<file path="config.mk">
export PLATFORM = sky130hd
export DESIGN_NAME = color_matrix_mul
export DESIGN_NICKNAME = d
export VERILOG_FILES = /design/src/rtl/cmm_pkg.sv /design/src/rtl/cmm_coef_bank.sv /design/src/rtl/cmm_dot_lane.sv /design/src/rtl/color_matrix_mul.sv
export SDC_FILE = /design/constraint.sdc
export NUM_CORES = 2
export LEC_CHECK = 0
export ABC_CLOCK_PERIOD_IN_PS = 6700
export CAP_MARGIN = 0
export CORE_MARGIN = 4
export CORE_UTILIZATION = 55
export DETAILED_ROUTE_END_ITERATION = 10
export GPL_TIMING_DRIVEN = 0
export HOLD_SLACK_MARGIN = 0.05
export PLACE_DENSITY_LB_ADDON = 0.25
export SLEW_MARGIN = 25
export SYNTH_ARGS = -nofsm -noshare
export SYNTH_HDL_FRONTEND = slang
export SYNTH_SLANG_ARGS = --single-unit
</file>
<file path="constraint.sdc">
create_clock -name clk_i -period 6.7 [get_ports clk_i]
set_input_delay 0.67 -clock clk_i [delete_from_list [all_inputs] [get_ports clk_i]]
set_output_delay 0.67 -clock clk_i [all_outputs]
set_load 0.05 [all_outputs]
</file>
<file path="src/rtl/cmm_pkg.sv">
package cmm_pkg;
  localparam int unsigned CH       = 3;
  localparam int unsigned ROW_W    = 2;
  localparam logic [ROW_W-1:0] LAST_ROW = ROW_W'(CH - 1);
  localparam int unsigned LATENCY  = 3;
endpackage

</file>
<file path="src/rtl/cmm_coef_bank.sv">
module cmm_coef_bank
  import cmm_pkg::*;
#(
  parameter int unsigned COEF_W = 10
) (
  input  logic                       clk_i,
  input  logic                       rst_ni,
  input  logic                       load_i,
  input  logic [ROW_W-1:0]           row_i,
  input  logic [CH*COEF_W-1:0]       row_data_i,
  output logic [CH*CH*COEF_W-1:0]    coef_o
);
  localparam int unsigned ROW_BITS = CH * COEF_W;

  logic [ROW_BITS-1:0] shd_q [CH-1];
  logic [ROW_BITS-1:0] act_q [CH];

  // staging rows: every row except the last
  always_ff @(posedge clk_i or negedge rst_ni) begin
    if (!rst_ni) begin
      for (int r = 0; r < CH - 1; r++) shd_q[r] <= '0;
    end else begin
      for (int r = 0; r < CH - 1; r++)
        if (load_i && row_i == ROW_W'(r)) shd_q[r] <= row_data_i;
    end
  end

  // writing the last row commits the whole matrix in one edge
  always_ff @(posedge clk_i or negedge rst_ni) begin
    if (!rst_ni) begin
      for (int r = 0; r < CH; r++) act_q[r] <= '0;
    end else if (load_i && row_i == LAST_ROW) begin
      for (int r = 0; r < CH - 1; r++) act_q[r] <= shd_q[r];
      act_q[CH-1] <= row_data_i;
    end
  end

  for (genvar r = 0; r < CH; r++) begin : g_out
    assign coef_o[r*ROW_BITS +: ROW_BITS] = act_q[r];
  end
endmodule

</file>
<file path="src/rtl/cmm_dot_lane.sv">
module cmm_dot_lane
  import cmm_pkg::*;
#(
  parameter int unsigned DATA_W = 12,
  parameter int unsigned COEF_W = 10,
  parameter int unsigned FRAC_W = 8
) (
  input  logic                   clk_i,
  input  logic                   rst_ni,
  input  logic                   en_prod_i,
  input  logic                   en_out_i,
  input  logic [CH*DATA_W-1:0]   x_i,
  input  logic [CH*COEF_W-1:0]   coef_i,
  output logic [DATA_W-1:0]      y_o
);
  localparam int unsigned PROD_W = DATA_W + COEF_W;
  localparam int unsigned SUM_W  = PROD_W + $clog2(CH) + 1;
  localparam logic signed [SUM_W-1:0] HALF = SUM_W'(1) << (FRAC_W - 1);
  localparam logic signed [SUM_W-1:0] HI   = SUM_W'((64'sd1 <<< (DATA_W - 1)) - 1);
  localparam logic signed [SUM_W-1:0] LO   = ~HI;

  logic signed [PROD_W-1:0] prod_q [CH];
  logic signed [SUM_W-1:0]  sum_c, shr_c;
  logic [DATA_W-1:0]        y_d;

  always_ff @(posedge clk_i or negedge rst_ni) begin
    if (!rst_ni) begin
      for (int c = 0; c < CH; c++) prod_q[c] <= '0;
    end else if (en_prod_i) begin
      for (int c = 0; c < CH; c++)
        prod_q[c] <= $signed(x_i[c*DATA_W +: DATA_W]) * $signed(coef_i[c*COEF_W +: COEF_W]);
    end
  end

  always_comb begin
    sum_c = '0;
    for (int c = 0; c < CH; c++) sum_c = sum_c + SUM_W'(prod_q[c]);
    shr_c = (sum_c + HALF) >>> FRAC_W;
    if (shr_c > HI)      y_d = DATA_W'(HI);
    else if (shr_c < LO) y_d = DATA_W'(LO);
    else                 y_d = shr_c[DATA_W-1:0];
  end

  always_ff @(posedge clk_i or negedge rst_ni) begin
    if (!rst_ni)       y_o <= '0;
    else if (en_out_i) y_o <= y_d;
  end
endmodule

</file>
<file path="src/rtl/color_matrix_mul.sv">
module color_matrix_mul
  import cmm_pkg::*;
#(
  parameter int unsigned DATA_W = 12,
  parameter int unsigned COEF_W = 10,
  parameter int unsigned FRAC_W = 8
) (
  input  logic                  clk_i,
  input  logic                  rst_ni,
  input  logic                  valid_i,
  input  logic [CH*DATA_W-1:0]  pix_i,
  input  logic                  coef_load_i,
  input  logic [ROW_W-1:0]      coef_row_i,
  input  logic [CH*COEF_W-1:0]  coef_i,
  output logic                  valid_o,
  output logic [CH*DATA_W-1:0]  pix_o
);
  localparam int unsigned ROW_BITS = CH * COEF_W;

  logic [CH*CH*COEF_W-1:0] coef_act;
  logic [CH*DATA_W-1:0]    pix_q;
  logic                    v1_q, v2_q;

  always_ff @(posedge clk_i or negedge rst_ni) begin
    if (!rst_ni) begin
      pix_q   <= '0;
      v1_q    <= 1'b0;
      v2_q    <= 1'b0;
      valid_o <= 1'b0;
    end else begin
      if (valid_i) pix_q <= pix_i;
      v1_q    <= valid_i;
      v2_q    <= v1_q;
      valid_o <= v2_q;
    end
  end

  cmm_coef_bank #(.COEF_W(COEF_W)) u_bank (
    .clk_i      (clk_i),
    .rst_ni     (rst_ni),
    .load_i     (coef_load_i),
    .row_i      (coef_row_i),
    .row_data_i (coef_i),
    .coef_o     (coef_act)
  );

  for (genvar r = 0; r < CH; r++) begin : g_lane
    cmm_dot_lane #(.DATA_W(DATA_W), .COEF_W(COEF_W), .FRAC_W(FRAC_W)) u_lane (
      .clk_i     (clk_i),
      .rst_ni    (rst_ni),
      .en_prod_i (v1_q),
      .en_out_i  (v2_q),
      .x_i       (pix_q),
      .coef_i    (coef_act[r*ROW_BITS +: ROW_BITS]),
      .y_o       (pix_o[r*DATA_W +: DATA_W])
    );
  end
endmodule

</file>
After elaboration in Yosys (flattened, before gate mapping)
Index checks and enable logic that the tools add are counted.
Widths: inputs -> output; s select.
{"block": "word_totals", "ram_bits": 0, "register_bits": 423, "latchBits": 0, "romBits": 0, "n_memories": 0}
{"block": "classes", "magnitude_cmp": 6, "reduce_logical": 4, "muxes": 6, "bitwise_logic": 0, "n_mul": 9, "addsub": 9, "eq_ne": 2, "shift": 0, "div_mod_pow": 0}
{"operator": "$mul 12x10->22", "n": 9}
{"operator": "$add 25x9->25 const B", "n": 3}
{"operator": "$add 23x22->24", "n": 3}
{"operator": "$mux 12", "n": 6}
{"operator": "$add 22x22->23", "n": 3}
{"operator": "$gt 17x12->1 const B", "n": 3}
{"operator": "$lt 17x12->1 const B", "n": 3}
{"operator": "$logic_and 1x1->1", "n": 3}
{"operator": "$eq 2x1->1 const B", "n": 1}
{"operator": "$eq 2x2->1 const B", "n": 1}
{"operator": "$logic_not 2->1", "n": 1}

Depth between registers and ports, before layout
{"block": "depth", "word_depth": 6, "ltp_mapped": 23, "mapped_depth_nobuf": 22}

Modules after synthesis
From an unflattened synthesis, not the netlist that was laid out.
{"block": "unflattened", "cells_unflattened": 6693, "hier_area_um2": 63124.3}
{"mod": "cmm_dot_lane (g_lane[2].u_lane)", "cells_per_inst": 2101, "area_per_inst_um2": 18604.1, "seq_area_each_um2": 1951.9, "instances": 1}
{"mod": "cmm_dot_lane (g_lane[0].u_lane)", "cells_per_inst": 2104, "area_per_inst_um2": 18601.6, "seq_area_each_um2": 1951.9, "instances": 1}
{"mod": "cmm_dot_lane (g_lane[1].u_lane)", "cells_per_inst": 2090, "area_per_inst_um2": 18406.4, "seq_area_each_um2": 1951.9, "instances": 1}
{"mod": "cmm_coef_bank", "cells_per_inst": 319, "area_per_inst_um2": 5947.0, "seq_area_each_um2": 3753.6, "instances": 1}
{"mod": "color_matrix_mul", "cells_per_inst": 79, "area_per_inst_um2": 1565.3, "seq_area_each_um2": 975.9, "instances": 1}

Worst setup path after synthesis
OpenSTA, ideal clock, no wires.
{"block": "synth_path", "path_kind": "register to register", "startpoint": "register u_bank.act_q (netlist bit u_bank.coef_o[21])", "endpoint": "register g_lane[0].u_lane.prod_q[20] (netlist bit)", "arrival_time_ns": 5.317, "t_required_ns": 6.575, "synth_period_minus_slack_ns": 5.442, "setup_ns": 0.125, "setup_slack_ns": 1.258, "path_buffers": 1, "path_stages_with_launch": 21, "cell_sequence": "dfrtp_1 clkbuf_1 nand2_1 fa_1 inv_1 fa_1 inv_1 fa_1 inv_1 fa_1 fa_1 ha_1 inv_1 o21bai_1 a21oi_1 o21ai_0 o41ai_1 o2111ai_1 a41oi_1 xnor2_1 mux2_2"}
{"block": "synth_via", "elab_chain_len": 1}
{"element": "start: declaration", "line_no": "cmm_coef_bank.sv:16", "source": "logic [ROW_BITS-1:0] act_q [CH];"}
{"element": "start signal: indexed assignment", "line_no": "cmm_coef_bank.sv:34", "source": "act_q[CH-1] <= row_data_i;"}
{"element": "$mul 12x10->22", "line_no": "cmm_dot_lane.sv:31", "source": "prod_q[c] <= $signed(x_i[c*DATA_W +: DATA_W]) * $signed(coef_i[c*COEF_W +: COEF_W]);"}
{"element": "end signal: indexed assignment", "line_no": "cmm_dot_lane.sv:31"}
{"element": "end: declaration", "line_no": "cmm_dot_lane.sv:22", "source": "logic signed [PROD_W-1:0] prod_q [CH];"}
Every way passes these cells.
A chain may end at the register's enable or synchronous reset.

Worst setup path in the final report
{"block": "layout_path", "startpoint": "register pix_q[27]", "endpoint": "register g_lane[0].u_lane.prod_q[20] (netlist bit)"}
{"block": "layout_via", "elab_chain_len": 1}
{"element": "start: declaration", "line_no": "color_matrix_mul.sv:21", "source": "logic [CH*DATA_W-1:0] pix_q;"}
{"element": "start signal: assignment", "line_no": "color_matrix_mul.sv:31", "source": "if (valid_i) pix_q <= pix_i;"}
{"element": "$mul 12x10->22", "line_no": "cmm_dot_lane.sv:31"}
Every way passes these cells.

==> flow_summary_export.csv <==
group,metric,value,unit
setup_path,cp.buffers_inverters,4,
clock_tree,cts_buffer_depth,3,
routing,ant_nets,0,
layout,areaGrowthSynthToFinish,8.18,%
setup_path,path_delay_family,"adder cells",
sta,finalSetupViolations,0,
setup_path,crit_chain,"clkbuf_1 > nand2_1 > fa_1 > inv_1 > ha_1 > ha_1 > inv_1 > fa_1 > fa_1 > inv_1 > ha_1 > a21oi_1 > o21bai_1 > a21oi_1 > o21bai_1 > a21oi_1 > o21ai_0 > o41ai_2 > o2111ai_1 > a41oi_1 > xnor2_1 > mux2_2",
sta,hold_viol,0,
global_routing,track_usage,0.298,
sta,fin_crit,6.34,ns
placed_design,port_buffers,108,
floorplan,ios,109,
floorplan,num_rows,122,
synth,synth-seq-area-share,0.171,
synth,synth_edf_count,0,
setup_path,cp.required,7.26,ns
global_routing,antenna_found_initial,16,
routing,drt_first_pass_iters,5,
layout,nets,8185,
setup_path,slowest_stage,"clkbuf_1",
outcome,status,"finished, final reports clean",
synth,synth_common_cells,"inv_1 (1236), fa_1 (1026), nand2_1 (638)",
placed_design,gp_congestion,0.948,
synth,netlist_instances,6370,
setup_path,cp-end-kind,"flip-flop",
synth,ys_seq_elements,423,
synth,synthTopCellsByArea,"fa_1 (33%), dfrtp_1 (17%), ha_1 (11%), inv_1 (7.5%), and2_1 (5.2%)",
routing,post_drt_wl_per_cell,21.0,um
clock_tree,clock_latency,0.67,ns
sta,relSlewSlack,0.251,
sta,fmax,158,MHz
clock_tree,path_clk_slew,0.06,ns
floorplan,die_area,0.118,mm2
routing,routed_wl,170,mm
clock_tree,htreeDepth,2,
global_routing,grt_pass1_vias,47600,
clock_tree,cts_buffers,54,
layout,fin_util,0.601,
sta,rsz0062_at_grt,"no",
layout,drive_gt1_frac,0.0629,
clock_tree,cts_tree,"yes",
floorplan,core-area,0.111,mm2
floorplan,die_h,343,um
setup_path,startpoint_type,"flip-flop",
placed_design,dp_hpwl,139,mm
run,drv_cap,0,
floorplan,die_w,343,um
synth,synth_top_area_frac,0.332,
routing,drtIter0Drc,3032,
sta,final_max_slew_viol_count,0,
synth,synth_nets,8014,
routing,drc_errors,0,
global_routing,grt_max_degree,93,
sta,worstMarginPinSlew,1.12,ns
synth,avgSynthCellArea,9.70,um2
synth,yosysMostFrequentCell,"inv_1",
clock_tree,cts_setup_buffers,0,
synth,ys_types,76,
clock_tree,cts-root-buf,"clkbuf_16",
sta,period_share,0.946,
setup_path,cp_slowest_stage_delay,0.75,ns
routing,vias,44900,
global_routing,grt-ovfl-total,0,
synth,synth-main-ff-cell,"dfrtp_1",
sta,finalSetupTns,0,ns
global_routing,grt_pass1_wl,269,mm
clock_tree,cts_sinks,423,
setup_path,arrival,6.90,ns
sta,worst_clock_skew,0.0464,ns
synth,synth_area,0.0618,mm2
hold_path,hold_path_class,"reg2reg",
routing,drt-vias-per-instance,5.55,
synth,async_reset_ff_frac,1.00,
synth,synth.largest_area_cell,"fa_1",
setup_path,cp_max_fo,10,
setup_path,critPathKind,"reg2reg",
synth,ys_warn_count,0,
floorplan,initial_core_util,0.556,
## timing repair
action	CTS	global route
endpoints found under the hold margin	44	0
hold buffers	1	0
setup endpoints to repair	0	9
gates resized for setup	0	18
## per-stage QoR
stage | std cells | worst slack, ns | hold slack (ns) | instance area [um2]
after floorplan | 6370 | 1.26 | 0.352 | 61800
after global placement | 7966 | -14.26 | 0.370 | 64700
final | 8080 | 0.361 | 0.386 | 66800
after global routing | 8075 | 0.0125 | 0.390 | 66800
after detailed placement | 7972 | 0.162 | 0.368 | 64900
after CTS | 8072 | 0.122 | 0.379 | 66800
## registers in the layout (all words and copies together) (netlist names)
name                  cells
g_lane.u_lane.prod_q    198
u_bank.coef_o            90
u_bank.shd_q             60
g_lane.u_lane.y_o        36
pix_q                    36
v1_q                      1
v2_q                      1
valid_o                   1
## kinds of logic after synthesis
group | count (synthesis) | share of synthesized area
AOI/OAI and AO/OA | 624 | 0.0654
xor gates and xnor gates | 292 | 0.0416
adders and majority gates | 1572 | 0.443
buffers and inverters | 1517 | 0.0922
DFF | 423 | 0.171
muxes | 282 | 0.0510
and+or+nand+nor | 1660 | 0.135
## cell type report
class	instances	area (um2)
Multi-Input combinational cell	4430	45500
Fill cell	9540	44300
Sequential cell	423	10600
Inverter	1236	4640
Tap cell	1488	1860
Clock buffer	63	1440
Timing Repair Buffer	115	1260
Buffer	281	1080
Clock inverter	36	422
Antenna cell	8	20.0
## metal layers
layer	track usage	part of all wire	up-vias
met5	0	0.00045	-
met4	0.118	0.047	10
met3	0.0599	0.080	393
met2	0.474	0.46	1531
met1	0.406	0.41	22800
li1	-	-	20100
## cell usage in the layout, fill, tap and decap left out, types with 107 or more instances in the layout
cell type	n
nor2_1	143
xnor2_1	232
clkbuf_1	261
nand2_1	638
ha_1	546
mux2_2	261
dfrtp_1	423
clkdlybuf4s50_1	107
o21ai_0	157
fa_1	1026
and2_1	510
a21oi_1	148
inv_1	1236
## final timing paths
check                                from                          end  slack, ns  depth (start not counted)
worst max-delay path            pix_q[27]  g_lane[0].u_lane.prod_q[20]       0.36                         22
worst min-delay path                 v1_q                         v2_q       0.39                          0
worst max register to register  pix_q[27]  g_lane[0].u_lane.prod_q[20]       0.36                         22
worst min register to register       v1_q                         v2_q       0.39                          0
max in group asynchronous          rst_ni  g_lane[0].u_lane.prod_q[11]       5.26                          3
min in group asynchronous          rst_ni  g_lane[1].u_lane.prod_q[57]       0.52                          2
Power is left out: the tool's default activity adds up to more than one toggle a clock period on the data nets, which glitch-free logic cannot reach.
